### config.mk
export PLATFORM = sky130hd
export DESIGN_NAME = ext_irq_conditioner
export DESIGN_NICKNAME = d
export VERILOG_FILES = /design/src/rtl/eil_pkg.sv /design/src/rtl/eil_sync.sv /design/src/rtl/eil_ctrl_reg.sv /design/src/rtl/eil_line.sv /design/src/rtl/ext_irq_conditioner.sv
export SDC_FILE = /design/constraint.sdc
export NUM_CORES = 1
export LEC_CHECK = 0
export CORE_MARGIN = 2
export CORE_UTILIZATION = 45
export CTS_CLUSTER_DIAMETER = 100
export DETAILED_ROUTE_END_ITERATION = 10
export DONT_BUFFER_PORTS = 1
export HOLD_SLACK_MARGIN = 0.03
export PLACE_DENSITY = 0.7
export SYNTH_ARGS = -nofsm -noshare
export SYNTH_HDL_FRONTEND = slang
export SYNTH_SLANG_ARGS = --single-unit
### constraint.sdc
create_clock -name clk -period 2.4 [get_ports clk]
set_clock_uncertainty 0.2 [all_clocks]
set_input_delay 0.36 -clock clk [delete_from_list [all_inputs] [get_ports clk]]
set_output_delay 0.36 -clock clk [all_outputs]
set_load 0.1 [all_outputs]
### src/rtl/eil_pkg.sv
package eil_pkg;
    typedef enum logic [1:0] {
        SNS_LVL_HI = 2'd0,
        SNS_RISE   = 2'd1,
        SNS_FALL   = 2'd2,
        SNS_LVL_LO = 2'd3
    } sense_e;

    typedef enum logic {
        EV_IDLE = 1'b0,
        EV_HELD = 1'b1
    } ev_state_e;

    localparam int CTRL_W     = 32;
    localparam int MASTER_BIT = 12;
    localparam int ROUTE_BIT  = 0;

    function automatic int sense_lsb(input int n);
        return 22 - 2 * n;
    endfunction

    function automatic int enable_bit(input int n);
        return 11 - n;
    endfunction

    function automatic int clear_bit(input int n);
        return 27 - n;
    endfunction

    function automatic logic [CTRL_W-1:0] keep_mask(input int lines);
        logic [CTRL_W-1:0] m;
        m = '0;
        m[MASTER_BIT] = 1'b1;
        m[ROUTE_BIT]  = 1'b1;
        for (int i = 0; i < lines; i++) begin
            m[sense_lsb(i)]     = 1'b1;
            m[sense_lsb(i) + 1] = 1'b1;
            m[enable_bit(i)]    = 1'b1;
        end
        return m;
    endfunction
endpackage

### src/rtl/eil_sync.sv
module eil_sync #(
    parameter int WIDTH  = 4,
    parameter int STAGES = 2
) (
    input  logic             clk,
    input  logic             rst_n,
    input  logic [WIDTH-1:0] d,
    output logic [WIDTH-1:0] q
);
    logic [WIDTH-1:0] stg [STAGES];

    always_ff @(posedge clk or negedge rst_n) begin
        if (!rst_n) begin
            for (int i = 0; i < STAGES; i++) stg[i] <= '0;
        end else begin
            stg[0] <= d;
            for (int i = 1; i < STAGES; i++) stg[i] <= stg[i-1];
        end
    end

    assign q = stg[STAGES-1];
endmodule

### src/rtl/eil_ctrl_reg.sv
module eil_ctrl_reg
    import eil_pkg::*;
#(
    parameter int NUM_LINES = 4
) (
    input  logic                       clk,
    input  logic                       rst_n,
    input  logic                       wr,
    input  logic [CTRL_W-1:0]          wdata,
    output logic [CTRL_W-1:0]          rdata,
    output logic [NUM_LINES-1:0][1:0]  sense,
    output logic [NUM_LINES-1:0]       line_en,
    output logic                       master_en,
    output logic                       route_norm,
    output logic [NUM_LINES-1:0]       clr_pulse,
    output logic [NUM_LINES-1:0]       mode_chg
);
    localparam logic [CTRL_W-1:0] KEEP = keep_mask(NUM_LINES);

    logic [CTRL_W-1:0] ctrl_q;

    always_ff @(posedge clk or negedge rst_n) begin
        if (!rst_n)  ctrl_q <= '0;
        else if (wr) ctrl_q <= wdata & KEEP;
    end

    assign rdata      = ctrl_q;
    assign master_en  = ctrl_q[MASTER_BIT];
    assign route_norm = ctrl_q[ROUTE_BIT];

    for (genvar n = 0; n < NUM_LINES; n++) begin : g_field
        localparam int SL = sense_lsb(n);
        localparam int EB = enable_bit(n);
        localparam int CB = clear_bit(n);
        assign sense[n]     = ctrl_q[SL +: 2];
        assign line_en[n]   = ctrl_q[EB];
        assign clr_pulse[n] = wr & wdata[CB];
        assign mode_chg[n]  = wr & (wdata[SL +: 2] != ctrl_q[SL +: 2]);
    end
endmodule

### src/rtl/eil_line.sv
module eil_line
    import eil_pkg::*;
(
    input  logic       clk,
    input  logic       rst_n,
    input  logic       lvl,
    input  logic [1:0] mode,
    input  logic       clr,
    input  logic       mode_chg,
    input  logic       act,
    output logic       req
);
    ev_state_e state_q, state_d;
    logic      prev_q;
    logic      edge_hit;
    logic      raw;
    sense_e    sns;

    assign sns = sense_e'(mode);

    always_ff @(posedge clk or negedge rst_n) begin
        if (!rst_n) prev_q <= 1'b0;
        else        prev_q <= lvl;
    end

    assign edge_hit = ((sns == SNS_RISE) &&  lvl && !prev_q) ||
                      ((sns == SNS_FALL) && !lvl &&  prev_q);

    always_ff @(posedge clk or negedge rst_n) begin
        if (!rst_n) state_q <= EV_IDLE;
        else        state_q <= state_d;
    end

    always_comb begin
        state_d = state_q;
        unique case (state_q)
            EV_IDLE: begin
                if (mode_chg)      state_d = EV_IDLE;
                else if (edge_hit) state_d = EV_HELD;
            end
            EV_HELD: begin
                if (mode_chg)      state_d = EV_IDLE;
                else if (edge_hit) state_d = EV_HELD;
                else if (clr)      state_d = EV_IDLE;
            end
        endcase
    end

    always_comb begin
        unique case (sns)
            SNS_LVL_HI: raw = lvl;
            SNS_LVL_LO: raw = !lvl;
            default:    raw = (state_q == EV_HELD);
        endcase
        req = act & raw;
    end
endmodule

### src/rtl/ext_irq_conditioner.sv
module ext_irq_conditioner
    import eil_pkg::*;
#(
    parameter int NUM_LINES   = 4,
    parameter int SYNC_STAGES = 2
) (
    input  logic                 clk,
    input  logic                 rst_n,
    input  logic                 bus_wr,
    input  logic [31:0]          bus_wdata,
    output logic [31:0]          bus_rdata,
    input  logic [NUM_LINES-1:0] irq_pin,
    output logic                 crit_req,
    output logic [NUM_LINES-1:0] main_req
);
    logic [NUM_LINES-1:0]      pin_s;
    logic [NUM_LINES-1:0][1:0] sense;
    logic [NUM_LINES-1:0]      line_en, clr_pulse, mode_chg, line_req;
    logic                      master_en, route_norm;

    eil_sync #(.WIDTH(NUM_LINES), .STAGES(SYNC_STAGES)) u_sync (
        .clk(clk), .rst_n(rst_n), .d(irq_pin), .q(pin_s)
    );

    eil_ctrl_reg #(.NUM_LINES(NUM_LINES)) u_reg (
        .clk(clk), .rst_n(rst_n), .wr(bus_wr), .wdata(bus_wdata),
        .rdata(bus_rdata), .sense(sense), .line_en(line_en),
        .master_en(master_en), .route_norm(route_norm),
        .clr_pulse(clr_pulse), .mode_chg(mode_chg)
    );

    for (genvar n = 0; n < NUM_LINES; n++) begin : g_line
        eil_line u_line (
            .clk(clk), .rst_n(rst_n), .lvl(pin_s[n]), .mode(sense[n]),
            .clr(clr_pulse[n]), .mode_chg(mode_chg[n]),
            .act(master_en & line_en[n]), .req(line_req[n])
        );
    end

    assign crit_req = route_norm & line_req[0];
    always_comb begin
        main_req    = line_req;
        main_req[0] = !route_norm & line_req[0];
    end
endmodule

Word-level counts from Yosys, hierarchy flattened
Cells that the tools add are included.
W data, S select, Z words.
{"block": "classes", "n_reduce_logical": 33, "bitwise": 22, "eq_ne": 16, "muxes": 28}
{"operator": "$mux W1", "n": 20}
{"operator": "$and A1 B1 Y1", "n": 18}
{"operator": "$eq A2 B2 Y1 const B", "n": 8}
{"operator": "$logic_and A1 B1 Y1", "n": 16}
{"operator": "$pmux W1 S2", "n": 8}
{"operator": "$logic_not A1 Y1", "n": 9}
{"operator": "$eq A2 B1 Y1 const B", "n": 4}
{"operator": "$logic_not A2 Y1", "n": 4}
{"operator": "$ne A2 B2 Y1", "n": 4}
{"operator": "$logic_or A1 B1 Y1", "n": 4}
{"operator": "$not A1 Y1", "n": 4}
{"block": "totals", "wordCells": 110, "ff_bits": 30}

Logic depth before layout (Yosys ltp)
Gate-level depths: netlist of the first run.
{"block": "logic_depth", "depth_word": 7, "depth_mapped": 6, "mapped_depth_nobuf": 5}

By module
Synthesis of the first run repeated with hierarchy kept, for this count alone.
{"block": "hier_totals", "hier_cells": 160, "area_unflattened_um2": 1840.5}
{"mod": "eil_ctrl_reg", "cells_each": 79, "instances": 1, "area_per_inst_um2": 899.6, "seq_area_each_um2": 350.3}
{"mod": "eil_line", "cells_each": 15, "instances": 4, "area_per_inst_um2": 162.7, "seq_area_each_um2": 50.0}
{"mod": "eil_sync", "cells_each": 12, "instances": 1, "area_per_inst_um2": 230.2, "seq_area_each_um2": 200.2}
{"mod": "ext_irq_conditioner", "cells_each": 9, "instances": 1, "area_per_inst_um2": 60.1, "seq_area_each_um2": 0.0}

Worst setup path before layout of the first run
Ideal clock, no wire load.
{"block": "synth_timing", "kind": "reg-to-output", "start": "register u_reg.ctrl_q[22], in the netlist u_reg.rdata[22]", "end": "output crit_req", "path_stages_with_launch": 6, "t_arrival_ns": 3.022, "path_buffers": 0, "slack_ns": -1.182, "cell_sequence": "dfrtp_1 > inv_1 > ha_1 > nand2b_1 > o2111ai_2 > nor2_1"}
{"block": "synth_via", "elab_chain_len": 4}
{"item": "start: declaration", "line_no": "eil_ctrl_reg.sv:20", "rtl": "logic [CTRL_W-1:0] ctrl_q;"}
{"item": "start signal: assignment", "line_no": "eil_ctrl_reg.sv:24", "rtl": "else if (wr) ctrl_q <= wdata & KEEP;"}
{"item": "$eq A2 B2 Y1 or $logic_not A2 Y1 (tied branches)", "line_no": "eil_line.sv:50", "rtl": "unique case (sns)"}
{"item": "$pmux W1 S2 (*)", "line_no": "eil_line.sv:50"}
{"item": "$and A1 B1 Y1 (*)", "line_no": "eil_line.sv:55", "rtl": "req = act & raw;"}
{"item": "$and A1 B1 Y1 (*)", "line_no": "ext_irq_conditioner.sv:40", "rtl": "assign crit_req = route_norm & line_req[0];"}
{"item": "end: declaration", "line_no": "ext_irq_conditioner.sv:13", "rtl": "output logic crit_req,"}
Mark *: on every way between the ends. The rest lies on a longest branch, timed or not.

Final worst setup path of the first run
Ends and elaborated chain as after synthesis.

==> run metrics, run 1 <==
post-synth cell types=18; final setup margin=around 55 ps; largest family of logic cells by synthesized area=buffers and inverters; Core Region=0.003416 mm^2; DR top layer=met4; global placer's final weighted congestion=0.7397; clock power share=a little over 30%; vias per cell=4.727; Hold Path Class=in -> reg; H-tree depth=2; P_sw=approximately 0.00066 W; gr ovfl total=0; met1 wire length=~1400 um; Post-Synth Adder-Cell Area=between 10% and 20%; Worst Path Arrival=about 1800 ps; WHS=116.1 ps; Max clock buf depth=2; CP max FO=3; largest net degree at the start of global routing=31; vias in the first global route=1275; Clock transition at path regs=100 ps; Hold Fails Final Rpt=0; Synth Register Bits=30; height of the die=64.35 um; fill cell count=268; nature of the critical path endpoint=primary output; final setup fails=0; CP Buf/Inv Count=1; met2 wire length=1825 um; post-synthesis compound-gate area fraction=8.244%; Logic pwr share=around a third; die area=0.004141 mm^2; sequential share of power=34.0%; chip width=around 64 um; final instance area=roughly 0.0022 mm^2; cells along the critical path=ha_4 -> mux2_4 -> o2111ai_4 -> nor2_4 -> buf_12; Skew-Pair Late Insertion Delay=330 ps; CP peak stage delay=around 520 ps; multiplexer share of the synthesized area=under 10%; Fmax=426.4 MHz; boundary pin count=76; Post-DP Area=0.001829 mm^2; nets@finish=253; DR vias=1158; layout cells sized above 1=26.13%; Final min period=2345 ps; area grow syn2layout=36.64%; fin. max-slew vios=0; crit start category=register; first-pass GRT wire length=5720 um; Leak=1.037 nW; worst ir drop on vdd=~0.00036 V; Slew @ Worst Pin=973.1 ps; Net Sw Frac=38.29%; row cnt=21; DRC=0; final cell count without fillers=245; initial DRC count=64; post-synthesis simple-gate area fraction=slightly below 10%; total track usage=18.58%; Sink Count=30; crit share post-route=97.73%; Seq/Total Area, Yosys=45.80%; CP required=1840 ps; number of nets still failing antenna checks after routing=0; internal power=~0.0011 W; 1st-pass router iterations=4; PwrDens=766.3 mW/mm^2; TritonCTS buffer count=5; Largest delay share family, worst path=flip-flops; unrepaired setup endpoints after global routing=true; clock root buffer=clkbuf_4; Worst path slowest cell=dfrtp_4; xor/xnor share of the synthesized area=4.275%; drt total wl=3471 um; Avg Cell Area, Syn=10.64 um^2; Max Cap Viol=0; routed wire length on met3=around 250 um; count of synthesis-stage warnings from yosys=0; Post-Syn Area=0.001639 mm^2; Slew headroom=34.91%; cell count after synthesis=154; routed wire length per instance=14.17 um; DP Wirelength=2205 um; port buffer count=0; status=complete, no violations; Ant. Diodes=0; Placed Instances=210; Initial Utilization=47.99%; initial antenna violation count=0; dpl ws=364.5 ps; CTS tree=yes; type of the worst setup path=reg -> out
[layout by cell type, fill, tap and decap left out, drive strengths merged, types with 8 or more instances in the layout]
master       netlist  final
o21ai             12     12
dfrtp             30     30
conb               1     18
ha                16     16
buf               26     22
dlygate4sd3        0     24
nand2             20     20
inv                9      9
xnor2              8      8
nor2b              8      8
[cells in the mapped netlist]
master | count | area [um^2]
buf_2 | 2 | 10.01
a222oi_1 | 4 | 40.04
and3_1 | 3 | 18.77
a21oi_1 | 4 | 20.02
mux2i_1 | 3 | 30.03
conb_1 | 1 | 3.750
buf_4 | 24 | 180.2
o21ai_0 | 12 | 60.06
xnor2_1 | 8 | 70.07
nor2b_1 | 8 | 50.05
ha_1 | 16 | 200.2
nand2_1 | 20 | 75.07
mux2_2 | 6 | 67.56
nand2b_1 | 1 | 6.260
dfrtp_1 | 30 | 750.7
inv_1 | 9 | 33.78
nor2_1 | 2 | 7.510
o2111ai_2 | 1 | 15.01
[worst min-delay path: stages]
cell,delay [ps]
nand2_1,40
a222oi_1,70
a21oi_1,130
[final cells by class]
cell class	instances	area, um^2	area share, %
Tap cell	46	57.56	2.570
Multi-Input combinational cell	106	790.8	35.31
Sequential cell	30	765.7	34.19
Timing Repair Buffer	46	480.5	21.45
Clock buffer	6	51.30	2.291
Inverter	9	33.78	1.508
Clock inverter	2	60.06	2.682
[cells by family (layout without fill, tap and decap cells)]
group / after synthesis / in the layout
AO/OA/AOI/OAI: 21 / 21
flip-flops: 30 / 30
XOR/XNOR: 8 / 8
multiplexers: 9 / 9
other: 1 / 18
adder cells (fa/ha/maj): 16 / 16
buffers and inverters: 35 / 63
AND/OR/NAND/NOR: 34 / 34
[path summary, 6_finish.rpt]
check	to	slack (ps)	from	cells past startpoint
max reg2reg	g_line[0].u_line.state_q$_DFF_PN0_	240	u_reg.rdata[23]$_DFFE_PN0P_	6
max	crit_req	50	u_reg.rdata[22]$_DFFE_PN0P_	5
min	g_line[0].u_line.state_q$_DFF_PN0_	120	bus_wr	3
min reg2reg	u_sync.q[1]$_DFF_PN0_	160	u_sync.stg[5]$_DFF_PN0_	0
max in group asynchronous	u_reg.rdata[22]$_DFFE_PN0P_	1540	rst_n	2
min in group asynchronous	u_reg.rdata[11]$_DFFE_PN0P_	280	rst_n	2
[registers in the layout (all words and copies together) (netlist names)]
name / cells
u_reg.rdata: 14
u_sync.q: 4
u_sync.stg: 4
g_line.u_line.state_q: 4
g_line.u_line.prev_q: 4
[layer usage]
metal / vias up / global-route usage, %
met5: - / 0
met4: 0 / 7.181
met3: 5 / 5.810
met2: 53 / 34.11
met1: 545 / 19.66
li1: 555 / -
[metrics by stage]
step / power, W / TNS (ps) / utilization, %
6_report: 0.001716 / 0 / 65.57
5_1_grt: 0.001791 / -8.778 / 65.57
4_1_cts: 0.001711 / 0 / 64.36
3_5_place_dp: 0.001116 / 0 / 53.55
3_3_place_gp: 0.001103 / 0 / 53.55
2_1_floorplan: 0.001061 / 0 / -
[power groups by stage]
| stage | combinational [W] | sequential, W | clock, W |
|---|---|---|---|
| after floorplan | 0.000330 | 0.000731 | 0 |
| after global placement | 0.000514 | 0.000590 | 0 |
| after detailed placement | 0.000524 | 0.000592 | 0 |
| after CTS | 0.000583 | 0.000581 | 0.000547 |
| after global routing | 0.000630 | 0.000589 | 0.000572 |
| final | 0.000599 | 0.000583 | 0.000535 |
[timing repair]
| item | CTS | global route |
|---|---|---|
| resized for setup | 0 | 4 |
| hold buffers | 24 | 1 |
| endpoints found under the setup margin | 1 | 2 |
| pin swaps | 2 | 2 |
| hold endpoints to repair | 52 | 1 |
| setup buffers | 1 | 1 |
Note: power is estimated with default switching activity, not from simulation.
==> run 2, diff against run 1 <==
- SKIP_LAST_GASP: not set -> 1
==> results of run 2 <==
Same layout as run 1: the final DEF is identical, and so are final timing and power.
==> run 3, diff against run 2 <==
- CORE_UTILIZATION: 45 -> 60
- PLACE_DENSITY: 0.7 -> 0.86
==> run 3 against run 2 <==
Effect of this change: sequential share of layout area is 1.4 points higher; design area is 3.9% lower; power is 13% lower; count of clock-buffer cells in the layout is 1 higher; flip-flop and latch count stayed put; register-to-register slack better by 70 ps; core utilization is 20 points higher; global-route usage is 8.1 points higher; routed wire length is 12% higher; combinational power hardly changed; critical path depth is 1 higher; hold slack worse by 24 ps; critical path type unchanged; critical endpoint is now main_req[3]; largest power group unchanged.
==> run metrics, run 3 (synthesized netlist as in run 1, its figures left out) <==
drt total wl=3887 um (was 3471 um); Post-DP Area=0.001809 mm^2 (was 0.001829 mm^2); nature of the critical path endpoint=primary output (unchanged); fill cell count=128 (was 268); global placer's final weighted congestion=0.8286 (was 0.7397); CTS tree=yes (unchanged); commonest non-fill, non-tap cells in the layout=dlygate4sd3_1 (23), dfrtp_1 (22), nand2_1 (20) (was dlygate4sd3_1 (24), dfrtp_1 (22), nand2_1 (20)); height of the die=56.27 um (was 64.35 um); gr ovfl total=0 (unchanged); boundary pin count=76 (unchanged); PwrDens=690.9 mW/mm^2 (was 766.3 mW/mm^2); Core Util, Final=85.37% (was 65.57%); initial antenna violation count=0 (unchanged); type of the worst setup path=reg -> out (unchanged); nets@finish=252 (was 253); layout cells sized above 1=25.38% (was 26.13%); vias in the first global route=1333 (was 1275); first-pass GRT wire length=6265 um (was 5720 um); Slew @ Worst Pin=928.2 ps (was 973.1 ps); Core Region=0.002522 mm^2 (was 0.003416 mm^2); final cell count without fillers=227 (was 245); port buffer count=0 (unchanged); crit start category=register (unchanged); Largest delay share family, worst path=flip-flops (unchanged); Max Cap Viol=0 (unchanged); area grow syn2layout=31.37% (was 36.64%); clock root buffer=clkbuf_4 (unchanged); crit share post-route=98.53% (was 97.73%); Fmax=422.9 MHz (was 426.4 MHz); Ant. Diodes=0 (unchanged); final setup fails=0 (unchanged); Clock transition at path regs=80 ps (was 100 ps); worst ir drop on vdd=0.0005247 V (was 0.0003630 V); total track usage=26.67% (was 18.58%); largest net degree at the start of global routing=31 (unchanged); Sink Count=30 (unchanged); row cnt=18 (was 21); routed wire length per instance=17.12 um (was 14.17 um); max reg flops=14 (unchanged); Max clock buf depth=2 (unchanged); Hold Fails Final Rpt=0 (unchanged); TritonCTS buffer count=5 (unchanged); Leak=1.009 nW (was 1.037 nW); DR vias=1203 (was 1158); Worst Path Arrival=1800 ps (was 1790 ps); initial DRC count=53 (was 64); CP max FO=5 (was 3); Worst path slowest cell=dfrtp_2 (was dfrtp_4); DP Wirelength=2413 um (was 2205 um); die area=0.003166 mm^2 (was 0.004141 mm^2); CP peak stage delay=460 ps (was 520 ps); chip width=56.27 um (was 64.35 um); number of nets still failing antenna checks after routing=0 (unchanged); Placed Instances=194 (was 210); 1st-pass router iterations=4 (unchanged); Slew headroom=37.92% (was 34.91%); final instance area=0.002153 mm^2 (was 0.002240 mm^2); total power=0.001488 W (was 0.001716 W); Skew-Pair Late Insertion Delay=330 ps (about the same); commonest non-fill, non-tap cell in the layout=dlygate4sd3_1 (unchanged); fin. max-slew vios=0 (unchanged); Final min period=2365 ps (was 2345 ps); Initial Utilization=64.98% (was 47.99%); CP Buf/Inv Count=2 (was 1); unrepaired setup endpoints after global routing=true (unchanged); cells along the critical path=inv_1 -> ha_1 -> mux2i_1 -> o21ai_1 -> and3_1 -> buf_12 (was ha_4 -> mux2_4 -> o2111ai_4 -> nor2_4 -> buf_12); CP required=1840 ps (about the same); H-tree depth=2 (unchanged); status=complete, no violations (unchanged); vias per cell=5.300 (was 4.727); DRC=0 (unchanged); Hold Path Class=in -> reg (unchanged)
## run 3: cell count changes in the layout (fill, tap and decap cells not counted), sizes merged
cell / delta
dlygate4sd3: -1
bufinv: -2
clkbuf: +1
## run 3: area by class of cell
cell class	instances	area, um^2	area share [%]
multi-input cells	106	790.8	36.72
flip-flops and latches	30	765.7	35.56
repair buffers	45	470.5	21.85
clock buffers	7	55.05	2.557
well taps	30	37.54	1.743
inverters	9	33.78	1.569
## run 3: per-stage QoR
step	setup TNS (ps)	hold slack [ps]	setup slack, ps
6_report	0	91.88	35.37
5_1_grt	-82.29	54.92	-31.33
4_1_cts	0	33.36	12.79
3_5_place_dp	0	-135.1	352.5
3_3_place_gp	0	-135.1	383.1
2_1_floorplan	0	-135.6	21.86
## run 3: power by group
group / switching (W) / leakage (nW) / total [W] / internal (W)
logic: 0.000444 / 0.625 / 0.000598 / 0.000153
clock network: 0.000162 / 0.0314 / 0.000300 / 0.000138
registers: 0.0000417 / 0.352 / 0.000590 / 0.000548
## run 3: worst paths after layout
path	slack, ps	startpoint	endpoint	cells past startpoint
worst max-delay path	40	u_reg.rdata[16]$_DFFE_PN0P_	main_req[3]	6
worst min-delay path	90	bus_wdata[21]	g_line[1].u_line.state_q$_DFF_PN0_	3
worst max register to register	310	u_reg.rdata[18]$_DFFE_PN0P_	g_line[2].u_line.state_q$_DFF_PN0_	5
worst min register to register	160	u_sync.stg[7]$_DFF_PN0_	u_sync.q[3]$_DFF_PN0_	0
max in group asynchronous	1540	rst_n	u_reg.rdata[23]$_DFFE_PN0P_	2
min in group asynchronous	280	rst_n	u_sync.stg[5]$_DFF_PN0_	2
## run 3: tightest hold or removal path, delay by kind of cell
family | cells | cell delay (ps)
AND/OR/NAND/NOR | 1 | 60
AO/OA/AOI/OAI | 1 | 80
XOR/XNOR | 1 | 60
## run 3: repair_timing
action / CTS / global route
gates cloned: 0 / 0
hold buffers: 22 / 2
pin swaps: 2 / 2
endpoints found under the setup margin: 1 / 3
resized for setup: 2 / 3
buffers inserted: 1 / 1
endpoints found under the hold margin: 52 / 2
## run 3: routing by layer
| layer | track usage, % | routed length [um] | vias up |
|---|---|---|---|
| met1 | 28.31 | 1422 | 581 |
| met4 | 10.20 | 102 | 0 |
| met5 | 0 | 0 | - |
| li1 | - | - | 551 |
| met3 | 9.447 | 258 | 13 |
| met2 | 48.07 | 2103 | 58 |
